**config.mk**
```make
export PLATFORM = sky130hd
export DESIGN_NAME = irq_merge_filter
export DESIGN_NICKNAME = d
export VERILOG_FILES = /design/src/rtl/irq_merge_filter.sv
export SDC_FILE = /design/constraint.sdc
export NUM_CORES = 1
export LEC_CHECK = 0
export BUFFER_PORTS_ARGS = -buffer_cell sky130_fd_sc_hd__clkbuf_2
export CELL_PAD_IN_SITES_DETAIL_PLACEMENT = 1
export CELL_PAD_IN_SITES_GLOBAL_PLACEMENT = 2
export CORE_ASPECT_RATIO = 1.25
export CORE_MARGIN = 2
export CORE_UTILIZATION = 42
export DETAILED_ROUTE_END_ITERATION = 8
export PLACE_DENSITY_LB_ADDON = 0.3
export SYNTH_ARGS = -nofsm -noshare
export SYNTH_HDL_FRONTEND = slang
export SYNTH_SLANG_ARGS = --single-unit
```
**constraint.sdc**
```tcl
create_clock -name clk -period 3.2 [get_ports clk]
set_input_delay 0.32 -clock clk [delete_from_list [all_inputs] [get_ports clk]]
set_output_delay 0.32 -clock clk [all_outputs]
set_load 0.05 [all_outputs]
```
**src/rtl/irq_merge_filter.sv**
```systemverilog
module irq_merge_filter #(
  parameter int N_CH        = 2,
  parameter int LOW_REJ     = 250,
  parameter int HIGH_REJ    = 125,
  parameter int SYNC_STAGES = 2
) (
  input  logic            clk,
  input  logic            rst_n,
  input  logic [N_CH-1:0] irq_n_i,
  input  logic            rd_strobe,
  output logic            irq_n_o,
  output logic [N_CH-1:0] status_o
);

  localparam int MAXW = (LOW_REJ > HIGH_REJ) ? LOW_REJ : HIGH_REJ;
  localparam int CW   = $clog2(MAXW + 1);

  logic [N_CH-1:0] filt;

  for (genvar g = 0; g < N_CH; g++) begin : g_ch
    logic [SYNC_STAGES-1:0] sync_q;
    logic [CW-1:0]          cnt_q;
    logic                   filt_q;
    logic                   samp;
    logic [CW-1:0]          limit;

    assign samp  = sync_q[SYNC_STAGES-1];
    assign limit = filt_q ? CW'(LOW_REJ - 1) : CW'(HIGH_REJ - 1);

    always_ff @(posedge clk or negedge rst_n) begin
      if (!rst_n) begin
        sync_q <= '1;
        cnt_q  <= '0;
        filt_q <= 1'b1;
      end else begin
        sync_q <= {sync_q[SYNC_STAGES-2:0], irq_n_i[g]};
        if (samp == filt_q) begin
          cnt_q <= '0;
        end else if (cnt_q == limit) begin
          filt_q <= samp;
          cnt_q  <= '0;
        end else begin
          cnt_q <= cnt_q + 1'b1;
        end
      end
    end

    assign filt[g] = filt_q;
  end

  assign irq_n_o = &filt;

  always_ff @(posedge clk or negedge rst_n) begin
    if (!rst_n)         status_o <= '0;
    else if (rd_strobe) status_o <= ~filt;
  end

endmodule

```
==> results of run 1 <==
-- final cells by class --
type / instances / area share
sequential: 24 / 0.471
multi-input combinational: 69 / 0.409
clock inverter: 1 / 0.0233
inverter: 4 / 0.0116
clock buffer: 3 / 0.0174
tap: 34 / 0.0329
timing repair buffer: 8 / 0.0349
-- registers in the layout, summed over array words and instances (netlist names) --
| name | flops |
|---|---|
| g_ch.sync_q | 4 |
| g_ch.filt_q | 2 |
| g_ch.cnt_q | 16 |
| status_o | 2 |
-- timing repair --
action / 4_1_cts / 5_1_grt
hold buffers: 1 / 0
endpoints found under the setup margin: 0 / 0
endpoints found under the hold margin: 8 / 0
-- worst max path at each step --
stage,end,slack [ns],depth (start not counted)
after floorplan,g_ch[0].cnt_q[5]$_DFF_PN0_,1.76,3
after global placement,g_ch[0].cnt_q[5]$_DFF_PN0_,1.59,3
after detailed placement,g_ch[0].cnt_q[7]$_DFF_PN0_,1.59,3
after CTS,irq_n_o,1.51,2
after global routing,g_ch[0].cnt_q[5]$_DFF_PN0_,1.45,3
final,irq_n_o,1.55,2
-- power by group --
| part | leakage [uW] | internal [uW] | total [uW] | switching [uW] |
|---|---|---|---|---|
| combinational | 0.000201 | 13.9 | 31.0 | 17.1 |
| clock | 0.0000279 | 127 | 217 | 90.7 |
| sequential | 0.000299 | 314 | 327 | 13.2 |
-- cells in the mapped netlist, types with 2 or more instances --
cell      count  area share
ha_1          2       0.022
xor2_1        4       0.030
xnor2_1       2       0.015
dfrtp_1      18        0.39
o211ai_1      2       0.013
o21ai_0       9       0.039
nand3_1       6       0.026
nand2_1       5       0.016
a21oi_1       8       0.035
dfstp_2       6        0.14
or3_1         6       0.032
inv_1         4       0.013
a22oi_1       6       0.039
a21boi_1      2       0.013
-- per-stage QoR --
stage	util	area, um2	hold WS (ns)	setup WS (ns)
finish	0.487	1290	0.0629	1.55
global route	0.487	1290	0.0425	1.45
CTS	0.487	1290	0.0408	1.51
detailed placement	0.463	1230	0.350	1.59
global placement	0.463	1230	0.345	1.59
floorplan	-	1160	0.0244	1.76
-- worst max-delay path, delay by kind of cell (launching register included) --
| family | cells | cell delay, ns |
|---|---|---|
| flops | 1 | 0.60 |
| buf+inv | 1 | 0.27 |
| simple gates | 1 | 0.14 |
-- layout by cell type, fill, tap and decap left out, drive strengths merged, types with 3 or more instances in the layout --
master,count
a21oi,8
a22oi,6
clkbuf,10
dfrtp,18
dfstp,6
inv,4
nand2,5
nand3,6
o211ai,3
o21ai,9
or3,6
xor2,4
-- metal layers --
metal  vias up  track usage  part of all wire
met5         -            0                 0
met4         0       0.0709             0.010
met3         2       0.0215            0.0097
met2         2        0.310              0.56
met1       424        0.181              0.42
li1        392            -                 -
-- kinds of logic after synthesis --
group           after synthesis
simple gates                 28
xor+xnor                      6
fa+ha+maj                     2
compound gates               31
flops                        24
buf+inv                       5
mux                           2
==> results.py, run 1 <==
metrics = {
    "floorplan": {
        "die_w_um": 51.0,
        "core_um2": 2650,
        "ioPinCount": 8,
        "die_h_um": 62.7,
        "die_area_um2": 3200,
        "floorplan.rows": 21,
        "initial_utilization": 0.437,
    },
    "synth": {
        "synth-edff-count": 0,
        "ys_seq_area_frac": 0.525,
        "synthAdderAreaFrac": 0.0216,
        "synth_seq_cells": 24,
        "synth_top_family_by_area": "compound AO/OA/AOI/OAI gates",
        "synthFlopType": "dfrtp_1",
        "synth_simple_gate_area_frac": 0.168,
        "synth_cell_type_count": 32,
        "synth_compound_area_frac": 0.202,
        "synth_cells": 98,
        "synthesis.nets": 105,
        "synth_async_sr_flop_share": 1.00,
        "synth_area_per_cell_um2": 11.8,
        "synth_xor_area_frac": 0.0454,
        "syn_area_um2": 1160,
        "synthMuxAreaShare": 0.0184,
        "yosysWarnings": 0,
    },
    "clocking": {
        "htree_levels": 1,
        "cts-buffers-inserted": 3,
        "clockBufferDepth": 2,
        "cts_num_sinks": 24,
        "cts_setup_buffers": 0,
        "cts_resized": 0,
        "clk_latency_ns": 0.31,
        "cts_root_buffer": "clkbuf_4",
        "cts_tree": "built",
        "path_clk_slew_ns": 0.14,
    },
    "placed_design": {
        "dp_hpwl_um": 1660,
        "place.port_buffers": 7,
        "gp_congestion": 0.752,
        "dp.cells": 138,
    },
    "worst_setup_path": {
        "crit_required_ns": 2.88,
        "r2r_start": "g_ch[0].cnt_q[2]$_DFF_PN0_",
        "reg2reg_depth": 3,
        "crit_chain": "and2_1, clkbuf_2",
        "crit_path_start_kind": "flop",
        "cpMaxStageDelayCell": "dfstp_2",
        "worst_setup_path_end_kind": "output port",
        "critPathArrivalTime_ns": 1.33,
        "cp_max_fo": 6,
        "cpPeakStageDelay_ns": 0.60,
        "crit_start": "g_ch[1].filt_q$_DFFE_PN1P_",
        "r2r_slack_ns": 1.58,
        "r2r_end": "g_ch[0].cnt_q[7]$_DFF_PN0_",
        "worstSetupPathType": "flop to output port",
    },
    "cells_and_area": {
        "fill_cells": 296,
        "diodes": 0,
        "fin_cells": 143,
        "ff_latch_area_um2": 608,
        "nNetsFinal": 117,
        "multi_input_area_um2": 528,
        "area_growth_pct": 11.4,
        "final_layout_size_suffix_gt1_frac": 0.229,
    },
    "route": {
        "viasPerCell": 5.73,
        "postRouteWirelength_um": 2280,
        "wl_per_cell_um": 15.9,
        "drtAntennaViolNets": 0,
        "drt_pass1_iterations": 4,
        "drc": 0,
        "drtIter0Drc": 10,
        "vias": 820,
    },
    "run": {
        "maxCapViolations": 0,
    },
    "timing": {
        "period_share": 0.516,
        "final.setup.tns_ns": 0,
        "post-route-min-period_ns": 1.65,
        "final-setup-viol-count": 0,
        "fmax_mhz": 606,
        "fin_skew_ns": 0.0124,
        "drv_slew": 0,
        "worstMarginPinSlew_ns": 0.622,
        "rsz0062_at_grt": "false",
        "slew_headroom": 0.584,
        "hold_viol": 0,
    },
    "power_and_ir_drop": {
        "p_per_area_nw_per_um2": 446,
        "power.leakage_uw": 0.000527,
        "vdd_drop_max_mv": 0.228,
        "power_uw": 576,
    },
    "worst_hold_path": {
        "holdCritStartpoint": "irq_n_i[1]",
        "hold_depth": 1,
        "hp-class": "input port to flop",
        "min_to": "g_ch[1].sync_q[0]$_DFF_PN1_",
    },
    "run_status": {
        "status": "complete, no violations",
    },
    "global_route": {
        "grt_usage": 0.166,
        "first_global_vias": 909,
        "grt_max_degree": 25,
        "grt_overflow_total": 0,
        "antenna_found_initial": 0,
        "grt_pass1_wl_um": 4060,
    },
}
(Power assumes the default switching activity.)
==> run 2, diff against run 1 <==
--- a/config.mk
+++ b/config.mk
@@ -5,12 +5,13 @@
 export SDC_FILE = /design/constraint.sdc
 export NUM_CORES = 1
 export LEC_CHECK = 0
+export ABC_AREA = 1
 export BUFFER_PORTS_ARGS = -buffer_cell sky130_fd_sc_hd__clkbuf_2
 export CELL_PAD_IN_SITES_DETAIL_PLACEMENT = 1
 export CELL_PAD_IN_SITES_GLOBAL_PLACEMENT = 2
 export CORE_ASPECT_RATIO = 1.25
 export CORE_MARGIN = 2
-export CORE_UTILIZATION = 42
+export CORE_UTILIZATION = 34
 export DETAILED_ROUTE_END_ITERATION = 8
 export PLACE_DENSITY_LB_ADDON = 0.3
 export SYNTH_ARGS = -nofsm -noshare
==> constraint.sdc (replaced) <==
create_clock -name clk -period 1.35 [get_ports clk]
set_input_delay 0.135 -clock clk [delete_from_list [all_inputs] [get_ports clk]]
set_output_delay 0.135 -clock clk [all_outputs]
set_load 0.05 [all_outputs]
==> results.py, run 2 <==
metrics = {
    "cells_and_area": {
        "regMostFlops": "g_ch.cnt_q",
        "fin_cells": 167,
        "multi_input_area_um2": 505,
        "final_layout_size_suffix_gt1_frac": 0.369,
        "top_regs": "g_ch.cnt_q (16), g_ch.sync_q (4)",
        "final_common_cell": "nand2_1",
        "diodes": 0,
        "ff_latch_area_um2": 611,
        "nNetsFinal": 138,
        "layout_common_cells": "nand2_1 (19), nor2_2 (18), dfrtp_1 (16)",
        "area_growth_pct": 18.4,
        "fill_cells": 386,
        "largest_register_ffs": 16,
        "finalInstanceArea_um2": 1370,
    },
    "timing": {
        "final.setup.tns_ns": 0,
        "worstMarginPinSlew_ns": 0.590,
        "post-route-min-period_ns": 1.26,
        "hold_ws_ns": 0.155,
        "fmax_mhz": 791,
        "hold_viol": 0,
        "final-setup-viol-count": 0,
        "drv_slew": 0,
        "fin_ws_ns": 0.0857,
        "fin_skew_ns": 0.00569,
        "slew_headroom": 0.607,
        "rsz0062_at_grt": "false",
        "period_share": 0.937,
    },
    "synth": {
        "synth-edff-count": 0,
        "synth_cells": 115,
        "synth_area_per_cell_um2": 10.1,
        "synth_async_sr_flop_share": 1.00,
        "synth_area_leader_cell": "dfrtp_1",
        "synth_seq_cells": 24,
        "ys_top_cells_by_area": "dfrtp_1 (39%), dfstp_2 (14%), nor2_2 (9.7%)",
        "synth_top_cell_area_share": 0.388,
        "synthesis.nets": 122,
        "synth.most_common_cell": "nand2_1",
        "synth_cell_type_count": 20,
        "synthFlopType": "dfrtp_1",
        "ys_seq_area_frac": 0.524,
        "yosysWarnings": 0,
        "synth_commonest_cells": "nand2_1 (20), dfrtp_1 (18), nor2_2 (18), inv_1 (13), nand3_1 (8)",
        "syn_area_um2": 1160,
    },
    "floorplan": {
        "die_h_um": 69.3,
        "die_area_um2": 3900,
        "initial_utilization": 0.360,
        "die_w_um": 56.2,
        "core_um2": 3220,
        "ioPinCount": 8,
        "floorplan.rows": 23,
    },
    "power_and_ir_drop": {
        "power.leakage_uw": 0.000585,
        "p_comb_frac": 0.072,
        "vdd_drop_max_mv": 0.423,
        "p_int_uw": 1180,
        "p_per_area_nw_per_um2": 1090,
        "sw_frac_of_total": 0.212,
        "clockPowerShare": 0.412,
        "seq_power_share": 0.516,
        "switchingPower_uw": 319,
    },
    "worst_setup_path": {
        "crit_path_start_kind": "flop",
        "cp_max_fo": 6,
        "worst_setup_path_end_kind": "output port",
        "r2r_start": "g_ch[0].filt_q$_DFFE_PN1P_",
        "r2r_slack_ns": 0.11,
        "critPathArrivalTime_ns": 1.13,
        "worstSetupPathType": "flop to output port",
        "r2r_end": "g_ch[0].cnt_q[5]$_DFF_PN0_",
        "crit_required_ns": 1.22,
        "reg2reg_depth": 6,
    },
    "route": {
        "postRouteWirelength_um": 1980,
        "drtAntennaViolNets": 0,
        "drt_pass1_iterations": 4,
        "drtIter0Drc": 20,
        "drc": 0,
        "vias": 766,
        "wl_per_cell_um": 11.8,
        "viasPerCell": 4.59,
    },
    "clocking": {
        "cts_num_sinks": 24,
        "clk_latency_ns": 0.26,
        "cts_tree": "built",
        "htree_levels": 1,
        "cts_root_buffer": "clkbuf_8",
        "path_clk_slew_ns": 0.09,
        "cts-buffers-inserted": 3,
        "clockBufferDepth": 2,
    },
    "run": {
        "maxCapViolations": 0,
    },
    "global_route": {
        "gr-usage-met3": 0.0224,
        "grt_usage": 0.123,
        "grt_max_degree": 25,
        "grtUsageMet1": 0.144,
        "top_usage_layer": "met2",
        "first_global_vias": 876,
        "grt.met2_usage": 0.218,
        "grt_pass1_wl_um": 3820,
        "antenna_found_initial": 0,
        "grt_overflow_total": 0,
    },
    "placed_design": {
        "place.port_buffers": 7,
        "gp_congestion": 0.740,
        "place_ws_ns": 0.0812,
        "place_area_um2": 1240,
        "dp.cells": 159,
        "dp_hpwl_um": 1520,
    },
    "worst_hold_path": {
        "holdCritStartpoint": "rd_strobe",
        "min_to": "status_o[1]$_DFFE_PN0P_",
        "hp-class": "input port to flop",
        "hold_depth": 3,
    },
    "run_status": {
        "status": "complete, no violations",
    },
}
run 2: power groups by stage:
stage	registers [uW]	logic, uW	clock network [uW]
4_1_cts	776	112	642
5_1_grt	781	123	672
3_5_place_dp	790	105	0
2_1_floorplan	798	55.3	0
3_3_place_gp	787	102	0
6_report	776	108	619
run 2: layout make-up:
| cell class | instances | share of cell area |
|---|---|---|
| clock buffer | 3 | 0.0301 |
| clock inverter | 1 | 0.0219 |
| inverter | 13 | 0.0355 |
| multi-input combinational | 78 | 0.368 |
| sequential | 24 | 0.444 |
| tap | 37 | 0.0337 |
| timing repair buffer | 11 | 0.0665 |
run 2: worst max-delay path by stage:
stage                                           from                         end  slack, ns
after CTS                 g_ch[1].filt_q$_DFFE_PN1P_                     irq_n_o       0.01
after global placement    g_ch[1].cnt_q[0]$_DFF_PN0_  g_ch[1].cnt_q[6]$_DFF_PN0_       0.13
after floorplan           g_ch[1].cnt_q[0]$_DFF_PN0_  g_ch[1].cnt_q[6]$_DFF_PN0_       0.22
final                     g_ch[1].filt_q$_DFFE_PN1P_                     irq_n_o       0.09
after global routing      g_ch[1].filt_q$_DFFE_PN1P_                     irq_n_o       0.01
after detailed placement  g_ch[1].cnt_q[0]$_DFF_PN0_  g_ch[1].cnt_q[6]$_DFF_PN0_       0.08
run 2: through the flow:
stage                util  power (uW)
finish              0.426        1500
detailed placement  0.385         895
CTS                 0.424        1530
global route        0.426        1580
global placement    0.385         890
floorplan               -         854
run 2: worst max-delay path, cell delays in order (launching register included):
cell and delay [ns]:
dfstp_2 0.60, nand2_2 0.05, inv_1 0.06, buf_6 0.15
run 2: cells by family (layout without fill, tap and decap cells):
logic type	count (synthesis)	after routing	share of synthesized area
compound gates	3	3	0.0129
xor+xnor	12	12	0.0971
fa+ha+maj	2	2	0.0216
buf+inv	13	28	0.0421
flops	24	24	0.524
simple gates	61	61	0.302
run 2: timing repair:
| action | CTS | global route |
|---|---|---|
| gates resized for setup | 1 | 5 |
| endpoints found under the hold margin | 20 | 0 |
| hold buffers | 3 | 0 |
| setup buffers | 1 | 0 |
| setup endpoints to repair | 1 | 3 |
run 2: routing by layer:
metal,up-vias,wire [um]
li1,382,-
met1,380,810
met2,2,1120
met3,2,29
met4,0,14
met5,-,0
